==> config.mk <==
export PLATFORM = sky130hd
export DESIGN_NAME = adc_seq_ctrl
export DESIGN_NICKNAME = d
export VERILOG_FILES = /design/src/rtl/adc_seq_pkg.sv /design/src/rtl/adc_wait_timer.sv /design/src/rtl/adc_cnv_clkgen.sv /design/src/rtl/adc_code_fmt.sv /design/src/rtl/adc_seq_ctrl.sv
export SDC_FILE = /design/constraint.sdc
export NUM_CORES = 1
export LEC_CHECK = 0
export BUFFER_PORTS_ARGS = -buffer_cell sky130_fd_sc_hd__buf_2
export CAP_MARGIN = 25
export CORE_ASPECT_RATIO = 1.5
export CORE_MARGIN = 2
export CORE_UTILIZATION = 52
export CTS_BUF_LIST = sky130_fd_sc_hd__clkbuf_8
export DETAILED_ROUTE_END_ITERATION = 10
export PLACE_DENSITY = 0.74
export SLEW_MARGIN = 20
export SYNTH_ARGS = -nofsm -noshare
export SYNTH_HDL_FRONTEND = slang
export SYNTH_SLANG_ARGS = --single-unit
export TNS_END_PERCENT = 30
==> constraint.sdc <==
create_clock -name clk -period 3.5 [get_ports clk]
set_clock_uncertainty 0.2 [all_clocks]
set_input_delay 0.175 -clock clk [delete_from_list [all_inputs] [get_ports clk]]
set_output_delay 0.175 -clock clk [all_outputs]
set_load 0.01 [all_outputs]
==> src/rtl/adc_seq_pkg.sv <==
// Shared types and helpers for the ADC conversion sequencer.
// Assumes: nothing beyond IEEE 1800-2017 integer semantics.
package adc_seq_pkg;

    typedef enum logic [2:0] {
        ST_WAKE  = 3'd0,
        ST_PRIME = 3'd1,
        ST_IDLE  = 3'd2,
        ST_ACQ   = 3'd3,
        ST_CONV  = 3'd4,
        ST_READ  = 3'd5,
        ST_QUIET = 3'd6,
        ST_SHDN  = 3'd7
    } seq_state_t;

    function automatic int imax(input int a, input int b);
        return (a > b) ? a : b;
    endfunction

endpackage

==> src/rtl/adc_wait_timer.sv <==
// Down-counter shared by all timed sequencer states.
// A load of N-1 makes zero rise N cycles later; it holds at zero.
// Assumes: load_val fits in W bits.
module adc_wait_timer #(
    parameter int W    = 8,
    parameter int INIT = 0
) (
    input  logic         clk,
    input  logic         rst_n,
    input  logic         load,
    input  logic [W-1:0] load_val,
    output logic         zero
);
    logic [W-1:0] cnt_q;

    // count down towards zero, reload on request
    always_ff @(posedge clk) begin
        if (!rst_n)            cnt_q <= W'(INIT);
        else if (load)         cnt_q <= load_val;
        else if (cnt_q != '0)  cnt_q <= cnt_q - 1'b1;
    end

    assign zero = (cnt_q == '0);

endmodule

==> src/rtl/adc_cnv_clkgen.sv <==
// Burst generator for the converter clock: on go it emits exactly
// `edges` rising edges, each phase HALF_CYC system cycles long, then
// parks low. Assumes go only when done is high or to restart a burst.
module adc_cnv_clkgen #(
    parameter int HALF_CYC = 10,
    parameter int EDGE_W   = 5
) (
    input  logic              clk,
    input  logic              rst_n,
    input  logic              go,
    input  logic [EDGE_W-1:0] edges,
    output logic              cnv_clk,
    output logic              done
);
    localparam int HW = (HALF_CYC > 1) ? $clog2(HALF_CYC) : 1;

    logic              active_q;
    logic              clk_q;
    logic [HW-1:0]     phase_q;
    logic [EDGE_W-1:0] rem_q;

    // phase counter, clock toggle and remaining-edge bookkeeping
    always_ff @(posedge clk) begin
        if (!rst_n) begin
            active_q <= 1'b0;
            clk_q    <= 1'b0;
            phase_q  <= '0;
            rem_q    <= '0;
        end else if (go) begin
            active_q <= 1'b1;
            clk_q    <= 1'b0;
            phase_q  <= '0;
            rem_q    <= edges;
        end else if (active_q) begin
            if (phase_q == HW'(HALF_CYC - 1)) begin
                phase_q <= '0;
                if (!clk_q) begin
                    clk_q <= 1'b1;
                    rem_q <= rem_q - 1'b1;
                end else begin
                    clk_q <= 1'b0;
                    if (rem_q == '0) active_q <= 1'b0;
                end
            end else begin
                phase_q <= phase_q + 1'b1;
            end
        end
    end

    assign cnv_clk = clk_q;
    assign done    = !active_q;

    AST_RISE_WITHIN_BUDGET: assert property (@(posedge clk) disable iff (!rst_n)
        $rose(clk_q) |-> ($past(rem_q) != '0));

    AST_PARKED_LOW: assert property (@(posedge clk) disable iff (!rst_n)
        (!active_q && !$past(go)) |-> !clk_q);

endmodule

==> src/rtl/adc_code_fmt.sv <==
// Captures the converter word and converts it to a signed sample in the
// same flop stage: offset binary loses its midscale, two's complement
// is sign-extended. Assumes OUT_W > CODE_W.
module adc_code_fmt #(
    parameter int CODE_W = 14,
    parameter int OUT_W  = 16
) (
    input  logic              clk,
    input  logic              rst_n,
    input  logic              load,
    input  logic              bipolar,
    input  logic [CODE_W-1:0] code,
    output logic [OUT_W-1:0]  sample,
    output logic              valid
);
    localparam int EXT = OUT_W - CODE_W + 1;

    logic             sign_bit;
    logic [OUT_W-1:0] fmt_w;

    // choose the sign: inverted MSB for offset binary, MSB as is otherwise
    always_comb begin
        sign_bit = bipolar ? code[CODE_W-1] : ~code[CODE_W-1];
        fmt_w    = {{EXT{sign_bit}}, code[CODE_W-2:0]};
    end

    // result register and its one-cycle strobe
    always_ff @(posedge clk) begin
        if (!rst_n) begin
            sample <= '0;
            valid  <= 1'b0;
        end else begin
            valid <= load;
            if (load) sample <= fmt_w;
        end
    end

    AST_LOAD_GIVES_VALID: assert property (@(posedge clk) disable iff (!rst_n)
        load |=> valid);

    AST_SAMPLE_IN_RANGE: assert property (@(posedge clk) disable iff (!rst_n)
        valid |-> ((&sample[OUT_W-1:CODE_W-1]) || !(|sample[OUT_W-1:CODE_W-1])));

endmodule

==> src/rtl/adc_seq_ctrl.sv <==
// Host-side sequencer for a parallel-output sampling converter.
// Runs wake/prime, acquisition, conversion (internal or generated
// clock), read and quiet phases, all timed in system clock cycles.
// Assumes: every *_CYC parameter >= 1, TIMEOUT_CYC longer than a clock
// burst, ext_clk_mode and bipolar stable while a conversion runs.
module adc_seq_ctrl
    import adc_seq_pkg::*;
#(
    parameter int CODE_W        = 14,
    parameter int OUT_W         = 16,
    parameter int WAKE_CYC      = 200000,
    parameter int PRIME_INT_CYC = 400,
    parameter int PRIME_EDGES   = 20,
    parameter int CONV_EDGES    = 17,
    parameter int CLK_HALF      = 10,
    parameter int ACQ_CYC       = 40,
    parameter int RD_CYC        = 6,
    parameter int QUIET_CYC     = 10,
    parameter int TIMEOUT_CYC   = 1000
) (
    input  logic              clk,
    input  logic              rst_n,
    input  logic              ext_clk_mode,
    input  logic              bipolar,
    input  logic              start_req,
    input  logic              shutdown_req,
    input  logic              adc_eoc_n,
    input  logic [CODE_W-1:0] adc_data,
    output logic              adc_convst,
    output logic              adc_cs_n,
    output logic              adc_rd_n,
    output logic              adc_clk,
    output logic              adc_shdn,
    output logic [OUT_W-1:0]  sample,
    output logic              sample_valid,
    output logic              timeout_err
);
    localparam int T_MAX  = imax(imax(imax(WAKE_CYC, PRIME_INT_CYC), imax(ACQ_CYC, RD_CYC)),
                                 imax(QUIET_CYC, TIMEOUT_CYC));
    localparam int TW     = $clog2(T_MAX + 1);
    localparam int EDGE_W = $clog2(imax(PRIME_EDGES, CONV_EDGES) + 1);

    seq_state_t        st_q, st_nxt;
    logic              tmr_ld, tmr_zero;
    logic [TW-1:0]     tmr_val;
    logic              burst_go, burst_done;
    logic [EDGE_W-1:0] burst_edges;
    logic              cap, err_set;
    logic [1:0]        eoc_sync_q;
    logic              eoc_seen_q, eoc_hit;
    logic              convst_q, rd_q, cs_q, shdn_q, err_q;

    // bring the converter's asynchronous flag into the clock domain
    always_ff @(posedge clk) begin
        if (!rst_n) eoc_sync_q <= 2'b11;
        else        eoc_sync_q <= {eoc_sync_q[0], adc_eoc_n};
    end

    // remember a flag pulse that ends before the clock burst does
    always_ff @(posedge clk) begin
        if (!rst_n || st_q != ST_CONV) eoc_seen_q <= 1'b0;
        else if (!eoc_sync_q[1])       eoc_seen_q <= 1'b1;
    end

    assign eoc_hit = eoc_seen_q || !eoc_sync_q[1];

    // next-state, timer reload and burst launch decisions
    always_comb begin
        st_nxt      = st_q;
        tmr_ld      = 1'b0;
        tmr_val     = '0;
        burst_go    = 1'b0;
        burst_edges = '0;
        cap         = 1'b0;
        err_set     = 1'b0;
        case (st_q)
            ST_WAKE: if (tmr_zero) begin
                st_nxt = ST_PRIME;
                if (ext_clk_mode) begin
                    burst_go    = 1'b1;
                    burst_edges = EDGE_W'(PRIME_EDGES);
                end else begin
                    tmr_ld  = 1'b1;
                    tmr_val = TW'(PRIME_INT_CYC - 1);
                end
            end
            ST_PRIME: if (ext_clk_mode ? burst_done : tmr_zero) st_nxt = ST_IDLE;
            ST_IDLE: begin
                if (shutdown_req) begin
                    st_nxt = ST_SHDN;
                end else if (start_req) begin
                    st_nxt  = ST_ACQ;
                    tmr_ld  = 1'b1;
                    tmr_val = TW'(ACQ_CYC - 1);
                end
            end
            ST_ACQ: if (tmr_zero) begin
                st_nxt  = ST_CONV;
                tmr_ld  = 1'b1;
                tmr_val = TW'(TIMEOUT_CYC - 1);
                if (ext_clk_mode) begin
                    burst_go    = 1'b1;
                    burst_edges = EDGE_W'(CONV_EDGES);
                end
            end
            ST_CONV: begin
                if (eoc_hit && (!ext_clk_mode || burst_done)) begin
                    st_nxt  = ST_READ;
                    tmr_ld  = 1'b1;
                    tmr_val = TW'(RD_CYC - 1);
                end else if (tmr_zero) begin
                    st_nxt  = ST_IDLE;
                    err_set = 1'b1;
                end
            end
            ST_READ: if (tmr_zero) begin
                st_nxt  = ST_QUIET;
                cap     = 1'b1;
                tmr_ld  = 1'b1;
                tmr_val = TW'(QUIET_CYC - 1);
            end
            ST_QUIET: if (tmr_zero) st_nxt = ST_IDLE;
            ST_SHDN: if (!shutdown_req) begin
                st_nxt  = ST_WAKE;
                tmr_ld  = 1'b1;
                tmr_val = TW'(WAKE_CYC - 1);
            end
            default: st_nxt = ST_WAKE;
        endcase
    end

    // state register plus pin registers decoded from the next state
    always_ff @(posedge clk) begin
        if (!rst_n) begin
            st_q     <= ST_WAKE;
            convst_q <= 1'b1;
            rd_q     <= 1'b1;
            cs_q     <= 1'b1;
            shdn_q   <= 1'b0;
            err_q    <= 1'b0;
        end else begin
            st_q     <= st_nxt;
            convst_q <= (st_nxt != ST_ACQ);
            rd_q     <= (st_nxt != ST_READ);
            cs_q     <= (st_nxt != ST_READ);
            shdn_q   <= (st_nxt == ST_SHDN);
            err_q    <= err_set;
        end
    end

    adc_wait_timer #(.W(TW), .INIT(WAKE_CYC - 1)) u_timer (
        .clk      (clk),
        .rst_n    (rst_n),
        .load     (tmr_ld),
        .load_val (tmr_val),
        .zero     (tmr_zero)
    );

    adc_cnv_clkgen #(.HALF_CYC(CLK_HALF), .EDGE_W(EDGE_W)) u_clkgen (
        .clk     (clk),
        .rst_n   (rst_n),
        .go      (burst_go),
        .edges   (burst_edges),
        .cnv_clk (adc_clk),
        .done    (burst_done)
    );

    adc_code_fmt #(.CODE_W(CODE_W), .OUT_W(OUT_W)) u_fmt (
        .clk     (clk),
        .rst_n   (rst_n),
        .load    (cap),
        .bipolar (bipolar),
        .code    (adc_data),
        .sample  (sample),
        .valid   (sample_valid)
    );

    assign adc_convst  = convst_q;
    assign adc_rd_n    = rd_q;
    assign adc_cs_n    = cs_q;
    assign adc_shdn    = shdn_q;
    assign timeout_err = err_q;

    AST_CS_TRACKS_RD: assert property (@(posedge clk) disable iff (!rst_n)
        adc_rd_n == adc_cs_n);

    AST_CONVST_HIGH_IN_READ: assert property (@(posedge clk) disable iff (!rst_n)
        !adc_rd_n |-> adc_convst);

    AST_VALID_ONE_CYCLE: assert property (@(posedge clk) disable iff (!rst_n)
        sample_valid |=> !sample_valid);

    AST_ERR_WITHOUT_READ: assert property (@(posedge clk) disable iff (!rst_n)
        timeout_err |-> (adc_rd_n && adc_convst && !sample_valid));

    AST_SHDN_BUS_IDLE: assert property (@(posedge clk) disable iff (!rst_n)
        adc_shdn |-> (adc_convst && adc_rd_n));

    AST_NO_ACQ_AFTER_READ: assert property (@(posedge clk) disable iff (!rst_n)
        $rose(adc_rd_n) |=> adc_convst);

endmodule

; ---- After elaboration in Yosys (flattened, before gate mapping)
; Cells that the tools add are included.
; Widths: inputs -> output; s select.
[classes]
n_shift = 0
order_cmp = 0
bitwise = 3
muxes = 51
mul = 0
reduce_logical = 21
n_div = 0
n_addsub = 3
eq_ne = 13
[ops]
columns = operator, n
row1 = $pmux 18 s6, 1
row2 = $mux 18, 3
row3 = $mux 5, 8
row4 = $mux 3, 10
row5 = $pmux 3 s8, 1
row6 = $mux 1, 19
row7 = $logic_not 18->1, 1
row8 = $mux 9, 2
row9 = $reduce_bool 18->1, 1
row10 = $sub 18x1->18 const B, 1
row11 = $eq 3x3->1 const B, 5
row12 = $mux 6, 2
row13 = $mux 10, 1
row14 = $pmux 5 s2, 1
row15 = $mux 4, 2
row16 = $eq 3x2->1 const B, 2
row17 = $ne 3x3->1 const B, 2
row18 = $reduce_bool 2->1, 3
row19 = $reduce_or 2->1, 3
row20 = $logic_not 5->1, 1
row21 = $pmux 1 s5, 1
row22 = $sub 5x1->5 const B, 1
row23 = $add 4x1->4 const B, 1
row24 = $eq 4x4->1 const B, 1
row25 = other kinds (11), 18
[totals]
romBits = 0
latchBits = 0
mem_bits_rw = 0
mem_count = 0
register_bits = 54

; ---- Logic depth before layout (Yosys ltp)
; Gate-level depths: netlist (run 1).
[logic_depth]
word_depth = 6
mapped_depth = 10
mapped_depth_nobuf = 7

; ---- Modules after synthesis
; From an unflattened synthesis (run 1), not the netlist that was laid out.
[hier_totals]
hier_cells = 322
area_unflattened_um2 = 2819.0
[by_module_without_submodules]
columns = mod, cells_per_inst, area_each_um2, n_inst
row1 = adc_wait_timer, 112, 943.4, 1
row2 = adc_seq_ctrl, 93, 714.4, 1
row3 = adc_code_fmt, 50, 594.3, 1
row4 = adc_cnv_clkgen, 67, 566.8, 1

; ---- Worst setup path before layout (run 1)
; Ideal clock, no wire load.
[synth_timing]
path_type = reg-to-reg
from = register u_timer.cnt_q[0]
to = register cs_q, in the netlist adc_cs_n
required_time_ns = 3.176
n_path_buf = 2
slack_ns = 0.890
stages_incl_launch_ff = 10
arrival_time_ns = 2.286
cell_sequence = dfxtp_1 inv_1 ha_1 or3b_2 buf_2 or3_4 buf_6 o31ai_4 a22oi_2 a2111o_1
[synth_between]
elab_chain_len = 5
[synth_rtl]
columns = element, line_no
row1 = start: declaration, adc_wait_timer.sv:14  ; logic [W-1:0] cnt_q;
row2 = start signal: assignment, adc_wait_timer.sv:18  ; if (!rst_n) cnt_q <= W'(INIT);
row3 = start signal: assignment, adc_wait_timer.sv:19  ; else if (load) cnt_q <= load_val;
row4 = start signal: assignment, adc_wait_timer.sv:20  ; else if (cnt_q != '0) cnt_q <= cnt_q - 1'b1;
row5 = $logic_not 18->1 *, adc_wait_timer.sv:23  ; assign zero = (cnt_q == '0);
row6 = $mux 3 or $mux 1 (tied branches), "adc_seq_ctrl.sv:111, adc_seq_ctrl.sv:122, adc_seq_ctrl.sv:87"
row7 = "$mux 3, on equally long branches", "adc_seq_ctrl.sv:107, adc_seq_ctrl.sv:87"
row8 = $pmux 3 s8 *, adc_seq_ctrl.sv:76  ; case (st_q)
row9 = $ne 3x3->1 *, adc_seq_ctrl.sv:145  ; cs_q <= (st_nxt != ST_READ);
row10 = end signal: assignment, adc_seq_ctrl.sv:145
row11 = end: declaration, adc_seq_ctrl.sv:51  ; logic convst_q, rd_q, cs_q, shdn_q, err_q;
; Mark *: on every way between the ends. The rest lies on a longest branch, timed or not.
; A chain may end at the register's enable or synchronous reset.

; ---- Worst setup path after layout (run 1)
[layout_timing]
from = register u_timer.cnt_q[0]
to = register, netlist name u_fmt.sample[13]
[layout_between]
elab_chain_len = 3
[layout_rtl]
columns = element, line_no
row1 = $logic_not 18->1, adc_wait_timer.sv:23
row2 = $mux 1, adc_seq_ctrl.sv:116  ; ST_READ: if (tmr_zero) begin
row3 = $mux 1, adc_seq_ctrl.sv:76
; No other way between the ends.

==> results of run 1 <==
[synth_stat cells (5+ instances only)]
cell	number
nor2b_1	6
xor2_1	11
or4_1	5
xnor2_1	9
a21oi_1	24
nand2_1	44
nor4_1	5
dfxtp_1	54
clkbuf_1	15
inv_1	7
nor3_1	11
nand3_1	11
o211ai_1	6
o21ai_0	18
nor2_1	29
nand2b_1	6
[state kept, by name, summed over array words and instances, names as in the netlist, 2 cells and up]
signal	cells
eoc_sync_q	2
u_fmt.sample	14
u_clkgen.rem_q	5
u_timer.cnt_q	18
u_clkgen.phase_q	4
st_q	3
[kinds of logic after synthesis]
kind of cell | Yosys count
compound gates | 76
flops | 54
simple gates | 145
buf+inv | 30
fa+ha+maj | 3
xor+xnor | 20
[power breakdown]
part	leakage (µW)	internal [µW]	switching, µW
clock	0.0000362	137	198
sequential	0.000436	619	6.59
combinational	0.000669	37.2	36.0
[final cells by class]
type	instances	area, µm²	area share (%)
multi-input combinational	244	1480	46.8
timing repair buffer	62	403	12.8
clock buffer	5	68.8	2.18
clock inverter	2	15.0	0.475
sequential	54	1080	34.2
tap	68	85.1	2.69
inverter	7	26.3	0.832
[through the flow]
step                      total power, µW  instances
final                                1030        442
after global routing                 1070        442
after CTS                            1040        442
after detailed placement              695        417
after global placement                695        417
after floorplan                       672        328
[metal layers]
metal,wire [µm],track usage [%],share of wire (%),vias up
met2,3550,44.3,53,74
met3,240,3.89,3.6,19
met4,249,12.2,3.7,0
met1,2640,25.5,39,1236
met5,0,0,0,-
li1,-,-,-,1244
[final timing paths]
path	cells after the start	from	endpoint	slack, ns
setup / recovery	7	u_timer.cnt_q[0]$_SDFFE_PN1P_	u_fmt.sample[13]$_SDFFE_PN0P_	0.66
setup reg to reg	7	u_timer.cnt_q[0]$_SDFFE_PN1P_	u_fmt.sample[13]$_SDFFE_PN0P_	0.66
hold reg to reg	1	eoc_sync_q[0]$_SDFF_PN1_	eoc_sync_q[1]$_SDFF_PN1_	0.23
hold / removal	3	ext_clk_mode	u_clkgen.rem_q[2]$_SDFFE_PN0P_	0.05
[layout by cell type, fill, tap and decap left out, types with 4 or more instances in the layout]
master | Yosys | layout
inv_1 | 7 | 7
dfxtp_1 | 54 | 54
xnor2_1 | 9 | 9
or4_1 | 5 | 5
buf_2 | 3 | 43
a21oi_1 | 24 | 24
nand2_1 | 44 | 44
clkbuf_8 | 0 | 5
nor2_1 | 29 | 29
nand3_1 | 11 | 11
nor4_1 | 5 | 5
and2_1 | 4 | 4
nor2b_1 | 6 | 6
nor3_1 | 11 | 11
a31oi_1 | 4 | 4
nand2b_1 | 6 | 6
nand4_1 | 4 | 4
nand3b_1 | 4 | 4
xor2_1 | 11 | 11
dlygate4sd3_1 | 0 | 18
o21ai_0 | 18 | 18
o211ai_1 | 6 | 6
[worst max-delay path, delay by kind of cell, from the launching register on]
kind | cells | cell delay, ns
adder cells (fa/ha/maj) | 1 | 0.17
AND/OR/NAND/NOR | 4 | 1.83
flip-flops | 1 | 0.35
buffers and inverters | 1 | 0.06
AO/OA/AOI/OAI | 1 | 0.16
[what timing repair did]
action,in CTS,in global routing
endpoints found under the hold margin,16,0
gates resized for setup,0,0
hold buffers,18,0
==> flow_summary.ini, run 1 <==
[outcome]
status = completed

[drt]
drc_errors = 0
detail_route.first_pass.iterations = 4
routed_via_density = 5.82
ant_nets = 0
totalWireLength_um = 6680
vias = 2573
drtIter0Drc = 103
wire_per_inst_um = 15.1

[final_layout]
nFillCells = 454
antenna_cells = 0
postLayoutCoreUtil_pct = 62.1
fin_area_um2 = 3160
fin_nets = 398
final_layout_size_suffix_gt1_share_pct = 16.6
syn2layout_area_growth_pct = 16.9

[synth]
synth.top_cell.area_share_pct = 40.0
ys_warn_count = 0
synthMuxAreaShare_pct = 0
synthAdderAreaFrac_pct = 1.39
synth_top_area_cell = dfxtp_1
ys_types = 55
avgSynthCellArea_um2 = 8.24
synth-seq-cells = 54
synth_edf_count = 0
synth_compound_area_share_pct = 18.7
synth_top_family_by_area = simple AND/OR/NAND/NOR gates
synthTopCellsByArea = dfxtp_1 40%, nand2_1 6.1%, a21oi_1 4.4%, nor2_1 4.0%, xor2_1 3.6%
async_flop_share_pct = 0
synth-simple-area-share_pct = 28.2
synth_area_um2 = 2700
syn-instance-count = 328
synthXorXnorAreaFrac_pct = 6.48
synth_flop_cell = dfxtp_1
yosysSeqAreaShare_pct = 40.0
syn-num-nets = 352

[floorplan]
rows = 32
dieWidth_um = 62.9
fp.coreArea_um2 = 5080
initial_utilization_pct = 53.1
die_h_um = 92.3
die_area_um2 = 5800
ioPinCount = 44

[clocking]
cts_tree = built
cts.sinks = 54
clk_pin_slew_ns = 0.09
clock-root-buffer = clkbuf_8
cts-buffers-inserted = 5
clock_latency_ns = 0.31
clockBufferDepth = 2
postCtsSetupRepairBufs = 0
htree_levels = 2

[sta]
max_freq_mhz = 352
rsz0062_at_grt = false
finalMaxSlewViolations = 0
max_slew.worst_pin.slew_ns = 0.847
finalSetupViolations = 0
min_period_ns = 2.84
period_share_pct = 81.3
layout_setup_ws_ns = 0.655
slew_headroom_pct = 43.5
hold_ws_ns = 0.0482
final_hold_viol_count = 0
finalSetupTns_ns = 0

[global_route]
antenna_found_initial = 0
grt_overflow_total = 0
grt_pass1_wl_um = 11100
grt_max_degree = 26
grtUsageTotal_pct = 23.9
grt_pass1_vias = 2499

[flow_run]
cap_violations = 0

[worst_hold_path]
hold_path.class = in2reg

[critical_path]
crit_fanout = 14
critical_path.max_stage_delay_ns = 0.63
crit_slowest_cell = nor4_4
path_class = reg2reg
critPathArrivalTime_ns = 2.89
path_cells = inv_1 > ha_1 > or3b_2 > or3_4 > nor4_4 > nand2_1 > a21oi_2
crit_path_start_kind = flip-flop
required_ns = 3.54
end_kind = flip-flop

[placement]
dpl_cell_area_um2 = 2890
io_buffers = 43
gp_congestion = 0.901
hpwl_um = 4510
dp_slack_ns = 0.672

[power_and_ir_drop]
p_leak_uw = 0.00114
irDropWorstVdd_mv = 0.206
powerDensity_nw_per_um2 = 327
(Power assumes the default switching activity.)
==> inputs of run 2 (changes only) <==
--- a/config.mk
+++ b/config.mk
@@ -12,7 +12,7 @@
 export CORE_UTILIZATION = 52
 export CTS_BUF_LIST = sky130_fd_sc_hd__clkbuf_8
 export DETAILED_ROUTE_END_ITERATION = 10
-export PLACE_DENSITY = 0.74
+export PLACE_DENSITY = 0.77
 export SLEW_MARGIN = 20
 export SYNTH_ARGS = -nofsm -noshare
 export SYNTH_HDL_FRONTEND = slang
==> constraint.sdc (replaced) <==
create_clock -name clk -period 2.6 [get_ports clk]
set_clock_uncertainty 0.2 [all_clocks]
set_input_delay 0.13 -clock clk [delete_from_list [all_inputs] [get_ports clk]]
set_output_delay 0.13 -clock clk [all_outputs]
set_load 0.01 [all_outputs]
==> run 2 against run 1 <==
Die area did not move. Total power up 39%. First-iteration DRC count decreased by 0.97%. Sequential power up 35%. Flip-flop and latch count unchanged. Global-route usage is 0.89 points higher. Clock power rose by 45%. Design area up 6.2%. Sequential share of layout area fell by 2.0 points. Worst setup slack got worse by 0.56 ns. Final cell count rose by 5.2%. Critical path type unchanged. Critical endpoint is now u_timer.cnt_q[10]$_SDFFE_PN1P_. Utilization increased by 3.8 points.
==> flow_summary.ini, run 2 (synthesis results as in run 1) <==
[outcome]
status = completed

[power_and_ir_drop]
switching_share_pct = 23.0
irDropWorstVdd_mv = 0.372
p_leak_uw = 0.00127
p_int_uw = 1100
seqPwrFrac_pct = 58.8
powerDensity_nw_per_um2 = 427
p_sw_uw = 330
clkPwrFrac_pct = 33.9
comb_power_share_pct = 7.3

[floorplan]
initial_utilization_pct = 53.1
dieWidth_um = 62.9
die_area_um2 = 5800
fp.coreArea_um2 = 5080
die_h_um = 92.3
rows = 32
ioPinCount = 44

[final_layout]
stdcell_count = 465
final_common_cell = dfxtp_1
largest_reg_flops = 18
fin_nets = 420
syn2layout_area_growth_pct = 24.1
reg_top3 = u_timer.cnt_q (18), u_fmt.sample (14), u_clkgen.rem_q (5)
final_cell_mix = 53 x dfxtp_1, 44 x nand2_1, 43 x buf_2, 29 x nor2_1, 24 x a21oi_1
nFillCells = 428
regMostFlops = u_timer.cnt_q
antenna_cells = 0
final_layout_size_suffix_gt1_share_pct = 21.7

[clocking]
clk_pin_slew_ns = 0.09
htree_levels = 2
clock-root-buffer = clkbuf_8
cts.sinks = 54
cts-buffers-inserted = 5
postCtsSetupRepairBufs = 0
cts_tree = built
clock_latency_ns = 0.31
clockBufferDepth = 2

[sta]
max_slew.worst_pin.slew_ns = 0.660
finalSetupViolations = 0
period_share_pct = 96.4
slew_headroom_pct = 56.0
finalMaxSlewViolations = 0
final_hold_viol_count = 0
min_period_ns = 2.51
hold_ws_ns = 0.188
max_freq_mhz = 399

[drt]
drc_errors = 0
wire_per_inst_um = 15.3
routed_via_density = 5.70
detail_route.first_pass.iterations = 5
drtIter0Drc = 102
ant_nets = 0
vias = 2651
totalWireLength_um = 7120

[global_route]
grt_overflow_total = 0
antenna_found_initial = 0
grt_pass1_vias = 2602
grt_max_degree = 25
grtUsageTotal_pct = 24.8
grt_pass1_wl_um = 11600

[critical_path]
required_ns = 2.59
critPathArrivalTime_ns = 2.49
path_class = reg2reg
end_kind = flip-flop
crit_fanout = 8
crit_path_start_kind = flip-flop

[worst_hold_path]
hold_path.class = in2reg

[placement]
numPlacedInstances = 438
hpwl_um = 4900
gp_congestion = 0.936
io_buffers = 43

[flow_run]
cap_violations = 0
run 2: area by class of cell:
type                    instances  area, µm²  share of cell area (%)
multi-input cells             244       1490                    44.4
flip-flops and latches         54       1080                    32.3
repair buffers                 84        574                    17.1
well taps                      68       85.1                    2.54
clock buffers                   6       82.6                    2.46
inverters                       7       26.3                   0.784
clock inverters                 2       12.5                   0.373
run 2: what timing repair did:
| action | CTS | global route |
|---|---|---|
| gates resized for setup | 0 | 5 |
| setup endpoints to repair | 0 | 20 |
| hold buffers | 19 | 0 |
| endpoints found under the hold margin | 19 | 0 |
run 2: power by group through the flow:
| stage | Sequential [µW] | Clock [µW] | Combinational, µW |
|---|---|---|---|
| 6_report | 842 | 486 | 104 |
| 2_1_floorplan | 858 | 0 | 46.7 |
| 3_5_place_dp | 861 | 0 | 76.8 |
| 3_3_place_gp | 860 | 0 | 76.3 |
| 4_1_cts | 841 | 493 | 100 |
| 5_1_grt | 844 | 530 | 113 |
run 2: per-stage QoR:
step / instance area, µm² / setup slack (ns) / setup TNS [ns] / utilization [%] / total power (µW)
floorplan: 2710 / 0.0488 / 0 / - / 905
global placement: 3050 / 0.103 / 0 / 60.0 / 936
detailed placement: 3050 / 0.0404 / 0 / 60.0 / 937
CTS: 3340 / 0.0213 / 0 / 65.6 / 1430
global route: 3350 / -0.0102 / -0.0102 / 65.9 / 1490
finish: 3350 / 0.0938 / 0 / 65.9 / 1430
run 2: path summary, 6_finish.rpt:
path	startpoint	endpoint	slack, ns	cells after the start
worst max-delay path	u_timer.cnt_q[13]$_SDFFE_PN0P_	u_timer.cnt_q[10]$_SDFFE_PN1P_	0.09	6
worst min-delay path	shutdown_req	u_timer.cnt_q[3]$_SDFFE_PN1P_	0.19	4
worst max register to register	u_timer.cnt_q[13]$_SDFFE_PN0P_	u_timer.cnt_q[10]$_SDFFE_PN1P_	0.09	6
worst min register to register	eoc_sync_q[0]$_SDFF_PN1_	eoc_sync_q[1]$_SDFF_PN1_	0.22	1
run 2: worst max-delay path, stage by stage (launching register included):
cell and delay [ns]:
dfxtp_1 0.36, or4_1 0.55, or3_1 0.48, buf_4 0.22, nor3_1 0.30, a21oi_1 0.12, a2bb2oi_1 0.15
run 2: routing by layer:
metal	global-route usage (%)	up-vias	share of wire [%]
met5	0	-	0
met4	13.5	0	4.2
met3	4.13	27	5.2
met2	44.9	98	53
met1	27.0	1231	38
li1	-	1295	-
